File: src/rtl/rva_pkg.sv
package rva_pkg;

   typedef enum logic {
      MODE_RIPPLE = 1'b0,
      MODE_CSA    = 1'b1
   } rva_mode_e;

   function automatic logic maj3(input logic x, input logic y, input logic z);
      return (x & y) | (x & z) | (y & z);
   endfunction

endpackage

File: src/rtl/rva_fa_cell.sv
// Reversible four-line full-adder cell: two lines kept, parity on the
// third, majority folded into the fourth.
module rva_fa_cell
   import rva_pkg::*;
(
   input  logic a_i,
   input  logic b_i,
   input  logic c_i,
   input  logic d_i,
   output logic a_o,
   output logic b_o,
   output logic s_o,
   output logic k_o
);
   assign a_o = a_i;
   assign b_o = b_i;
   assign s_o = a_i ^ b_i ^ c_i;
   assign k_o = d_i ^ maj3(a_i, b_i, c_i);
endmodule

File: src/rtl/rva_maj_cell.sv
// Reversible majority cell: three lines kept, majority folded into the fourth.
module rva_maj_cell
   import rva_pkg::*;
(
   input  logic a_i,
   input  logic b_i,
   input  logic c_i,
   input  logic d_i,
   output logic a_o,
   output logic b_o,
   output logic c_o,
   output logic k_o
);
   assign a_o = a_i;
   assign b_o = b_i;
   assign c_o = c_i;
   assign k_o = d_i ^ maj3(a_i, b_i, c_i);
endmodule

File: src/rtl/rva_ripple.sv
// Forward chain of full-adder cells, then a downward chain of majority
// cells that clears the carries below the top bit. Each line is threaded
// from cell to cell, so the network stays a composition of bijections.
module rva_ripple #(
   parameter int WIDTH = 4
) (
   input  logic [WIDTH-1:0] a_i,
   input  logic [WIDTH-1:0] b_i,
   input  logic             cin_i,
   input  logic [WIDTH-1:0] anc_i,
   output logic [WIDTH-1:0] a_o,
   output logic [WIDTH-1:0] sum_o,
   output logic             cin_o,
   output logic [WIDTH-1:0] anc_o
);
   localparam int TOP = WIDTH - 1;

   logic [WIDTH-1:0] cy_in;
   logic [WIDTH-1:0] fw_a;
   logic [WIDTH-1:0] fw_cy;
   logic [WIDTH-1:0] fw_s;
   logic [WIDTH-1:0] fw_k;

   logic [TOP-1:0]   rv_d;
   logic [TOP-1:0]   rv_a;
   logic [TOP-1:0]   rv_cy;
   logic [TOP-1:0]   rv_ns;
   logic [TOP-1:0]   rv_k;

   // Forward pass: the carry line of bit i is the K output of bit i-1.
   for (genvar i = 0; i < WIDTH; i++) begin : g_fwd
      if (i == 0) begin : g_first
         assign cy_in[i] = cin_i;
      end else begin : g_next
         assign cy_in[i] = fw_k[i-1];
      end
      // Sum lands on the B position (cell C input); carry line passes.
      rva_fa_cell u_fa (
         .a_i (a_i[i]),
         .b_i (cy_in[i]),
         .c_i (b_i[i]),
         .d_i (anc_i[i]),
         .a_o (fw_a[i]),
         .b_o (fw_cy[i]),
         .s_o (fw_s[i]),
         .k_o (fw_k[i])
      );
   end

   // Reverse pass, bit TOP-1 down to 0. With sum s = a^b^c, the original
   // majority equals maj(a, c, ~s), so the sum line is inverted around the
   // cell and restored afterwards.
   for (genvar i = 0; i < TOP; i++) begin : g_rev
      if (i == TOP - 1) begin : g_hi
         assign rv_d[i] = fw_cy[TOP];
      end else begin : g_lo
         assign rv_d[i] = rv_cy[i+1];
      end
      rva_maj_cell u_mj (
         .a_i (fw_a[i]),
         .b_i (fw_cy[i]),
         .c_i (~fw_s[i]),
         .d_i (rv_d[i]),
         .a_o (rv_a[i]),
         .b_o (rv_cy[i]),
         .c_o (rv_ns[i]),
         .k_o (rv_k[i])
      );
      assign a_o[i]   = rv_a[i];
      assign sum_o[i] = ~rv_ns[i];
      assign anc_o[i] = rv_k[i];
   end

   assign a_o[TOP]   = fw_a[TOP];
   assign sum_o[TOP] = fw_s[TOP];
   assign anc_o[TOP] = fw_k[TOP];
   assign cin_o      = rv_cy[0];
endmodule

File: src/rtl/rva_csa.sv
// One full-adder cell per bit; K of bit i carries weight 2^(i+1).
module rva_csa #(
   parameter int WIDTH = 4
) (
   input  logic [WIDTH-1:0] a_i,
   input  logic [WIDTH-1:0] b_i,
   input  logic [WIDTH-1:0] c_i,
   input  logic [WIDTH-1:0] anc_i,
   output logic [WIDTH-1:0] a_o,
   output logic [WIDTH-1:0] b_o,
   output logic [WIDTH-1:0] s_o,
   output logic [WIDTH-1:0] k_o
);
   for (genvar i = 0; i < WIDTH; i++) begin : g_bit
      rva_fa_cell u_fa (
         .a_i (a_i[i]),
         .b_i (b_i[i]),
         .c_i (c_i[i]),
         .d_i (anc_i[i]),
         .a_o (a_o[i]),
         .b_o (b_o[i]),
         .s_o (s_o[i]),
         .k_o (k_o[i])
      );
   end
endmodule

File: src/rtl/rva_stage.sv
// Optional output register, chosen at elaboration.
module rva_stage #(
   parameter int DW      = 16,
   parameter bit REG_OUT = 1'b1
) (
   input  logic          clk,
   input  logic          rst_n,
   input  logic [DW-1:0] d,
   output logic [DW-1:0] q
);
   if (REG_OUT) begin : g_reg
      always_ff @(posedge clk or negedge rst_n) begin
         if (!rst_n) q <= '0;
         else        q <= d;
      end
   end else begin : g_comb
      assign q = d;
   end
endmodule

File: src/rtl/rev_add_net.sv
module rev_add_net
   import rva_pkg::*;
#(
   parameter int WIDTH   = 4,
   parameter bit REG_OUT = 1'b1
) (
   input  logic             clk,
   input  logic             rst_n,
   input  logic             mode,
   input  logic [WIDTH-1:0] in_a,
   input  logic [WIDTH-1:0] in_b,
   input  logic [WIDTH-1:0] in_c,
   input  logic [WIDTH-1:0] in_anc,
   output logic [WIDTH-1:0] out_a,
   output logic [WIDTH-1:0] out_b,
   output logic [WIDTH-1:0] out_c,
   output logic [WIDTH-1:0] out_anc
);
   localparam int BUS = 4 * WIDTH;

   if (WIDTH < 2) begin : g_bad_width
      $error("rev_add_net: WIDTH must be at least 2");
   end

   logic [WIDTH-1:0] rp_a, rp_s, rp_k;
   logic             rp_cin;
   logic [WIDTH-1:0] cs_a, cs_b, cs_s, cs_k;
   logic [BUS-1:0]   net_bus, out_bus;

   rva_ripple #(.WIDTH(WIDTH)) u_ripple (
      .a_i   (in_a),
      .b_i   (in_b),
      .cin_i (in_c[0]),
      .anc_i (in_anc),
      .a_o   (rp_a),
      .sum_o (rp_s),
      .cin_o (rp_cin),
      .anc_o (rp_k)
   );

   rva_csa #(.WIDTH(WIDTH)) u_csa (
      .a_i   (in_a),
      .b_i   (in_b),
      .c_i   (in_c),
      .anc_i (in_anc),
      .a_o   (cs_a),
      .b_o   (cs_b),
      .s_o   (cs_s),
      .k_o   (cs_k)
   );

   always_comb begin
      if (rva_mode_e'(mode) == MODE_CSA)
         net_bus = {cs_a, cs_b, cs_s, cs_k};
      else
         net_bus = {rp_a, rp_s, in_c[WIDTH-1:1], rp_cin, rp_k};
   end

   rva_stage #(.DW(BUS), .REG_OUT(REG_OUT)) u_stage (
      .clk   (clk),
      .rst_n (rst_n),
      .d     (net_bus),
      .q     (out_bus)
   );

   assign {out_a, out_b, out_c, out_anc} = out_bus;
endmodule

File: config.mk
export PLATFORM = sky130hd
export DESIGN_NAME = rev_add_net
export DESIGN_NICKNAME = d
export VERILOG_FILES = /design/src/rtl/rva_pkg.sv /design/src/rtl/rva_fa_cell.sv /design/src/rtl/rva_maj_cell.sv /design/src/rtl/rva_ripple.sv /design/src/rtl/rva_csa.sv /design/src/rtl/rva_stage.sv /design/src/rtl/rev_add_net.sv
export SDC_FILE = /design/constraint.sdc
export NUM_CORES = 1
export LEC_CHECK = 0
export BUFFER_PORTS_ARGS = -buffer_cell sky130_fd_sc_hd__buf_2
export CORE_AREA = 2 2 53 55
export DETAILED_ROUTE_END_ITERATION = 16
export DIE_AREA = 0 0 55 57
export PLACE_DENSITY_LB_ADDON = 0.12
export REMOVE_ABC_BUFFERS = 1
export SLEW_MARGIN = 30
export SYNTH_ARGS = -nofsm -noshare
export SYNTH_HDL_FRONTEND = slang
export SYNTH_HIERARCHICAL = 1
export SYNTH_SLANG_ARGS = --single-unit
File: constraint.sdc
create_clock -name clk -period 0.9 [get_ports clk]
set_input_delay 0.045 -clock clk [delete_from_list [all_inputs] [get_ports clk]]
set_output_delay 0.045 -clock clk [all_outputs]
set_load 0.05 [all_outputs]
==> results of run 1 <==
==> metal layers <==
layer  vias up  GRT usage, %  part of all wire, %
met3         4         2.356                  4.9
met2        19         21.60                   55
li1        315             -                    -
met5         -             0                    0
met1       318         16.27                   39
met4         0         7.317                  1.0
==> layout by cell type (no fill, tap or decap) <==
| cell type | netlist | final |
|---|---|---|
| buf_4 | 27 | 19 |
| dfrtp_1 | 16 | 16 |
| clkbuf_4 | 0 | 3 |
| xor2_2 | 0 | 3 |
| clkbuf_8 | 0 | 1 |
| maj3_2 | 3 | 3 |
| buf_12 | 1 | 1 |
| buf_2 | 0 | 16 |
| dlygate4sd3_1 | 0 | 2 |
| buf_8 | 0 | 1 |
| xor2_1 | 11 | 8 |
| fa_2 | 0 | 4 |
| mux2_4 | 10 | 12 |
| inv_2 | 0 | 4 |
| mux2_2 | 6 | 4 |
| fa_1 | 8 | 4 |
| buf_6 | 1 | 18 |
| inv_1 | 6 | 2 |
==> stage by stage <==
step,setup WS (ns),power (W)
finish,-1.453,0.002736
global route,-1.461,0.002902
CTS,-1.423,0.002692
detailed placement,-2.063,0.001988
global placement,-2.049,0.001977
floorplan,-1.939,0.001608
==> power groups by stage <==
stage	Clock [W]	Combinational, W	Sequential, W
6_report	0.000489	0.00137	0.000881
5_1_grt	0.000551	0.00146	0.000893
4_1_cts	0.000510	0.00130	0.000877
3_5_place_dp	0	0.00112	0.000869
3_3_place_gp	0	0.00111	0.000864
2_1_floorplan	0	0.000333	0.00128
==> path summary, 6_finish.rpt <==
| path | from | endpoint | slack (ns) |
|---|---|---|---|
| min | in_c[2] | u_stage/q[6] | 0.01 |
| max in group asynchronous | rst_n | u_stage/q[10] | 0.45 |
| max | in_b[0] | u_stage/q[2] | -1.45 |
| min in group asynchronous | rst_n | u_stage/q[15] | 0.18 |
==> area by class of cell <==
type,instances,share of cell area [%]
tap,31,2.541
clock buffer,4,2.377
multi-input combinational,38,35.90
inverter,6,1.475
sequential,16,26.23
timing repair buffer,57,31.48
==> cells by family after synthesis <==
group	count (synthesis)	share of synthesized area, %
buf+inv	35	22.02
fa+ha+maj	11	16.65
xor+xnor	11	8.270
mux	16	18.69
flops	16	34.37
==> cell usage after synthesis, drive strengths merged <==
cell type and count:
dfrtp 16, maj3 3, xor2 11, inv 6
mux2 16, buf 29, fa 8
==> repair_timing <==
action                                  4_1_cts  5_1_grt
endpoints found under the hold margin        16        1
hold buffers                                  1        1
gates resized for setup                      42        7
pin swaps                                    12        0
endpoints found under the setup margin       23       23
buffers inserted                              1        3
==> metrics.md, run 1 <==
| Metric | Value |
|---|---|
| Biggest regs | u_stage/q x16 |
| Worst Tran Pin Value | 0.3622 ns |
| Min Clock Period, post-route | 2.353 ns |
| Overflow left after global routing | 0 |
| Clock sinks | 16 |
| HPWL Detailed | 1.356 mm |
| CTS tree | built |
| Peak Freq | 0.4251 GHz |
| Placed insts | 143 |
| Max-Cap Viols | 0 |
| Register area | 400.4 sq um |
| Syn avg cell area | 13.09 sq um |
| CP Max Fanout | 2 |
| Leakage power | 0.7532 nW |
| Die X | 55 microns |
| Share of the yosys chip area belonging to registers | 34.37% |
| DIE AREA | 3135 sq um |
| Fin nets | 149 |
| Netlist cell types | 10 |
| TritonRoute pass-1 iters | 2 |
| Mapped Cells | 89 |
| Routed wire length | 1.818 mm |
| Routed via count | 656 |
| Power share of the clock group | 17.9% |
| Worst Setup End Kind | flop |
| CTS H-Tree Depth | 1 |
| Status | complete, but fails checks |
| Initial core utilization | 44.55% |
| Largest net degree at the start of global routing | 17 |
| Final period util | 261.4% |
| Post-DR vias/cell | 4.316 |
| P_int | 0.001726 W |
| Post-Layout Inst Area | 1526 sq um |
| Core region area | 2615 sq um |
| DR iter-0 viols | 2 |
| Synth area leaders | dfrtp_1, buf_4, fa_1 |
| # diodes | 0 |
| Die height | 57 microns |
| Failing checks | setup timing |
| Crit start category | primary input |
| Hold WS | 0.01420 ns |
| P&R area growth vs syn | 31.04% |
| Critical Path Slowest Stage Cell | fa_2 |
| Relative slew margins | 75.85% |
| YS warnings | 6 |
| Clock slew at reported path FFs | 0.10 ns |
| Final Hold Viols | 0 |
| Routed Antenna Nets | 0 |
| Root Driver | clkbuf_4 |
| Crit path top cell by count | fa_2 |
| IO Pins | 35 |
| Global-route usage over all layers | 13.30% |
| Hold crit path type | primary input to flop |
| Syn Std Cell Area | 1165 sq um |
| Synth Register Bits | 16 |
| CP Buf/Inv Count | 2 |
| Logic gate share of total power | 50.0% |
| Vias in the first global route | 690 |
| Top cell type by total area after synthesis | dfrtp_1 |
| Sequential Power Share | 32.2% |
| Fin cells | 152 |
| Top-area cell type share of the netlist area | 34.37% |
| Sw Ratio | 36.91% |
| Worst setup path class | primary input to flop |
| Port buffer count | 34 |
| Final Wtd Congestion | 0.7631 |
| Cell count along the critical path | 10 |
| Arr. time, crit path | 2.53 ns |
| RSZ-0062 raised after global routing | true |
| Drc violations | 0 |
| TritonCTS buffer count | 3 |
| Max Slew Vio Count | 0 |
| Clock Path Buffers | 2 |
| Top reg by flops | u_stage/q |
| Cell Rows | 19 |
| First-pass GRT wire length | 2.898 mm |
| WP data required | 1.08 ns |
| P_sw | 0.001010 W |
| Final Util | 58.37% |
| Footprint of the multi-input gates | 548.0 sq um |
| Setup slack after layout | -1.453 ns |
| Pwr per Cell Area | 1793 nW/um^2 |
| Share of layout cells above drive strength 1 | 73.55% |
| Crit-path leading delay family | adder cells |
| Peak VDD IR | 887.1 uV |
| Worst path cell trace | buf_8 > fa_2 > xor2_2 > fa_2 > xor2_2 > fa_2 > inv_2 > maj3_2 > xor2_1 > mux2_4 |
| Slowest Stage Delay on Critical Path | 0.53 ns |
| Max reg flops | 16 |
| Dpl cell area | 1287 sq um |
| Setup tns final | -7.332 ns |
| Hold Crit Depth | 2 |
| Fill cells | 228 |
| Final Setup Violations | 7 |
| Initial antenna violation count | 0 |
| Avg WL per Cell | 11.96 microns |
Note: power is estimated with default switching activity, not from simulation.
==> run 2: changes to the inputs <==
--- a/config.mk
+++ b/config.mk
@@ -16,3 +16,4 @@
 export SYNTH_HDL_FRONTEND = slang
 export SYNTH_HIERARCHICAL = 1
 export SYNTH_SLANG_ARGS = --single-unit
+export TNS_END_PERCENT = 5
==> metrics.md, run 2 (same netlist as run 1, synthesis figures left out) <==
| Metric | Value |
|---|---|
| Status | complete, but fails checks |
| Failing checks | setup timing |
| Clock Path Buffers | 2 |
| Worst Setup End Kind | flop |
| Vias in the first global route | 689 |
| Worst Tran Pin Value | 0.3637 ns |
| WP data required | 1.08 ns |
| Slowest Stage Delay on Critical Path | 0.53 ns |
| Commonest cells after routing, fill and taps aside | buf_4, buf_6, buf_2, dfrtp_1, mux2_4 |
| Share of layout cells above drive strength 1 | 72.27% |
| CP Buf/Inv Count | 2 |
| Clock slew at reported path FFs | 0.10 ns |
| P&R area growth vs syn | 29.11% |
| Crit path top cell by count | fa_2 |
| Pwr per Cell Area | 1788 nW/um^2 |
| Crit-path leading delay family | adder cells |
| Max reg flops | 16 |
| Final period util | 261.2% |
| Most common cell after layout, fill and taps aside | buf_4 |
| Core region area | 2615 sq um |
| Root Driver | clkbuf_4 |
| Routed Antenna Nets | 0 |
| Port buffer count | 34 |
| Top reg by flops | u_stage/q |
| Avg WL per Cell | 11.85 microns |
| # diodes | 0 |
| Final Util | 57.51% |
| Final Hold Viols | 0 |
| Crit start category | primary input |
| RSZ-0062 raised after global routing | true |
| HPWL Detailed | 1.356 mm |
| Max-Cap Viols | 0 |
| TritonRoute pass-1 iters | 3 |
| CP Max Fanout | 2 |
| Relative slew margins | 75.75% |
| Die height | 57 microns |
| Largest net degree at the start of global routing | 17 |
| IO Pins | 35 |
| P_sw | 0.0009951 W |
| Min Clock Period, post-route | 2.351 ns |
| Critical Path Slowest Stage Cell | fa_2 |
| Worst path cell trace | buf_8 > fa_2 > xor2_2 > fa_2 > xor2_2 > fa_2 > inv_2 > maj3_2 > xor2_1 > mux2_4 |
| CTS H-Tree Depth | 1 |
| Logic gate share of total power | 49.1% |
| Initial antenna violation count | 0 |
| Final Wtd Congestion | 0.7631 |
| Fin nets | 147 |
| Total power | 0.002689 W |
| Routed wire length | 1.778 mm |
| Global-route usage over all layers | 13.30% |
| Die X | 55 microns |
| Final Setup Violations | 7 |
| Initial core utilization | 44.55% |
| Worst setup path class | primary input to flop |
| Routed via count | 648 |
| CTS tree | built |
| Overflow left after global routing | 0 |
| First-pass GRT wire length | 2.898 mm |
| Sw Ratio | 37.01% |
| Cell Rows | 19 |
| Clock sinks | 16 |
| DR iter-0 viols | 4 |
| Max Slew Vio Count | 0 |
| Post-Layout Inst Area | 1504 sq um |
| Drc violations | 0 |
| Fin cells | 150 |
| Placed insts | 143 |
| Post-DR vias/cell | 4.320 |
| Peak Freq | 0.4254 GHz |
| Power share of the clock group | 18.1% |
| Hold crit path type | primary input to flop |
| DIE AREA | 3135 sq um |
| Sequential Power Share | 32.8% |
| Setup slack after layout | -1.451 ns |
| Leakage power | 0.7392 nW |
| P_int | 0.001693 W |
| Peak VDD IR | 897.4 uV |
| TritonCTS buffer count | 3 |
| Arr. time, crit path | 2.53 ns |
| Biggest regs | u_stage/q x16 |
| Dpl cell area | 1287 sq um |
==> run 2: cell count changes in the layout (fill, tap and decap cells not counted) <==
cell and change:
inv_1 +1, mux2_4 -1, buf_4 -1, inv_2 -1, buf_6 -1, mux2_2 +1
==> run 2: power groups by stage <==
stage | logic, W | clock network (W) | registers, W
6_report | 0.00132 | 0.000487 | 0.000881
5_1_grt | 0.00141 | 0.000551 | 0.000893
2_1_floorplan | 0.000333 | 0 | 0.00128
3_5_place_dp | 0.00112 | 0 | 0.000869
3_3_place_gp | 0.00111 | 0 | 0.000864
4_1_cts | 0.00130 | 0.000510 | 0.000877
==> run 2: metal layers <==
metal	global-route usage, %	vias up	share of wire, %
met5	0	-	0
met4	7.317	0	1.1
met3	2.356	2	4.7
met2	21.60	19	55
met1	16.27	318	39
li1	-	309	-
==> run 2: path summary, 6_finish.rpt <==
path	startpoint	endpoint	depth (start not counted)
worst max-delay path	in_b[0]	u_stage/q[2]	10
min in group asynchronous	rst_n	u_stage/q[7]	2
worst min-delay path	in_c[2]	u_stage/q[6]	2
max in group asynchronous	rst_n	u_stage/q[10]	2
==> run 2: final cells by class <==
class                   count  area (sq um)
inverters                   6         22.52
clock buffers               4         36.28
well taps                  31         38.79
fillers                   228          1111
multi-input cells          38         544.3
repair buffers             55         461.7
flip-flops and latches     16         400.4
==> run 2: what timing repair did <==
item                       in CTS  in global routing
cloned                          0                  0
pin swaps                      12                  0
setup buffers                   1                  0
hold buffers                    1                  1
setup endpoints to repair      23                 23
hold endpoints to repair       16                  1
resized for setup              42                  4
==> run 2: metrics by stage <==
step	hold WS (ns)	setup WS (ns)	TNS, ns
after floorplan	-0.2506	-1.939	-9.632
final	0.01377	-1.451	-7.217
after detailed placement	-0.01810	-2.063	-11.74
after global routing	0.0003263	-1.472	-7.688
after CTS	0.003671	-1.423	-7.059
after global placement	-0.02553	-2.049	-11.67
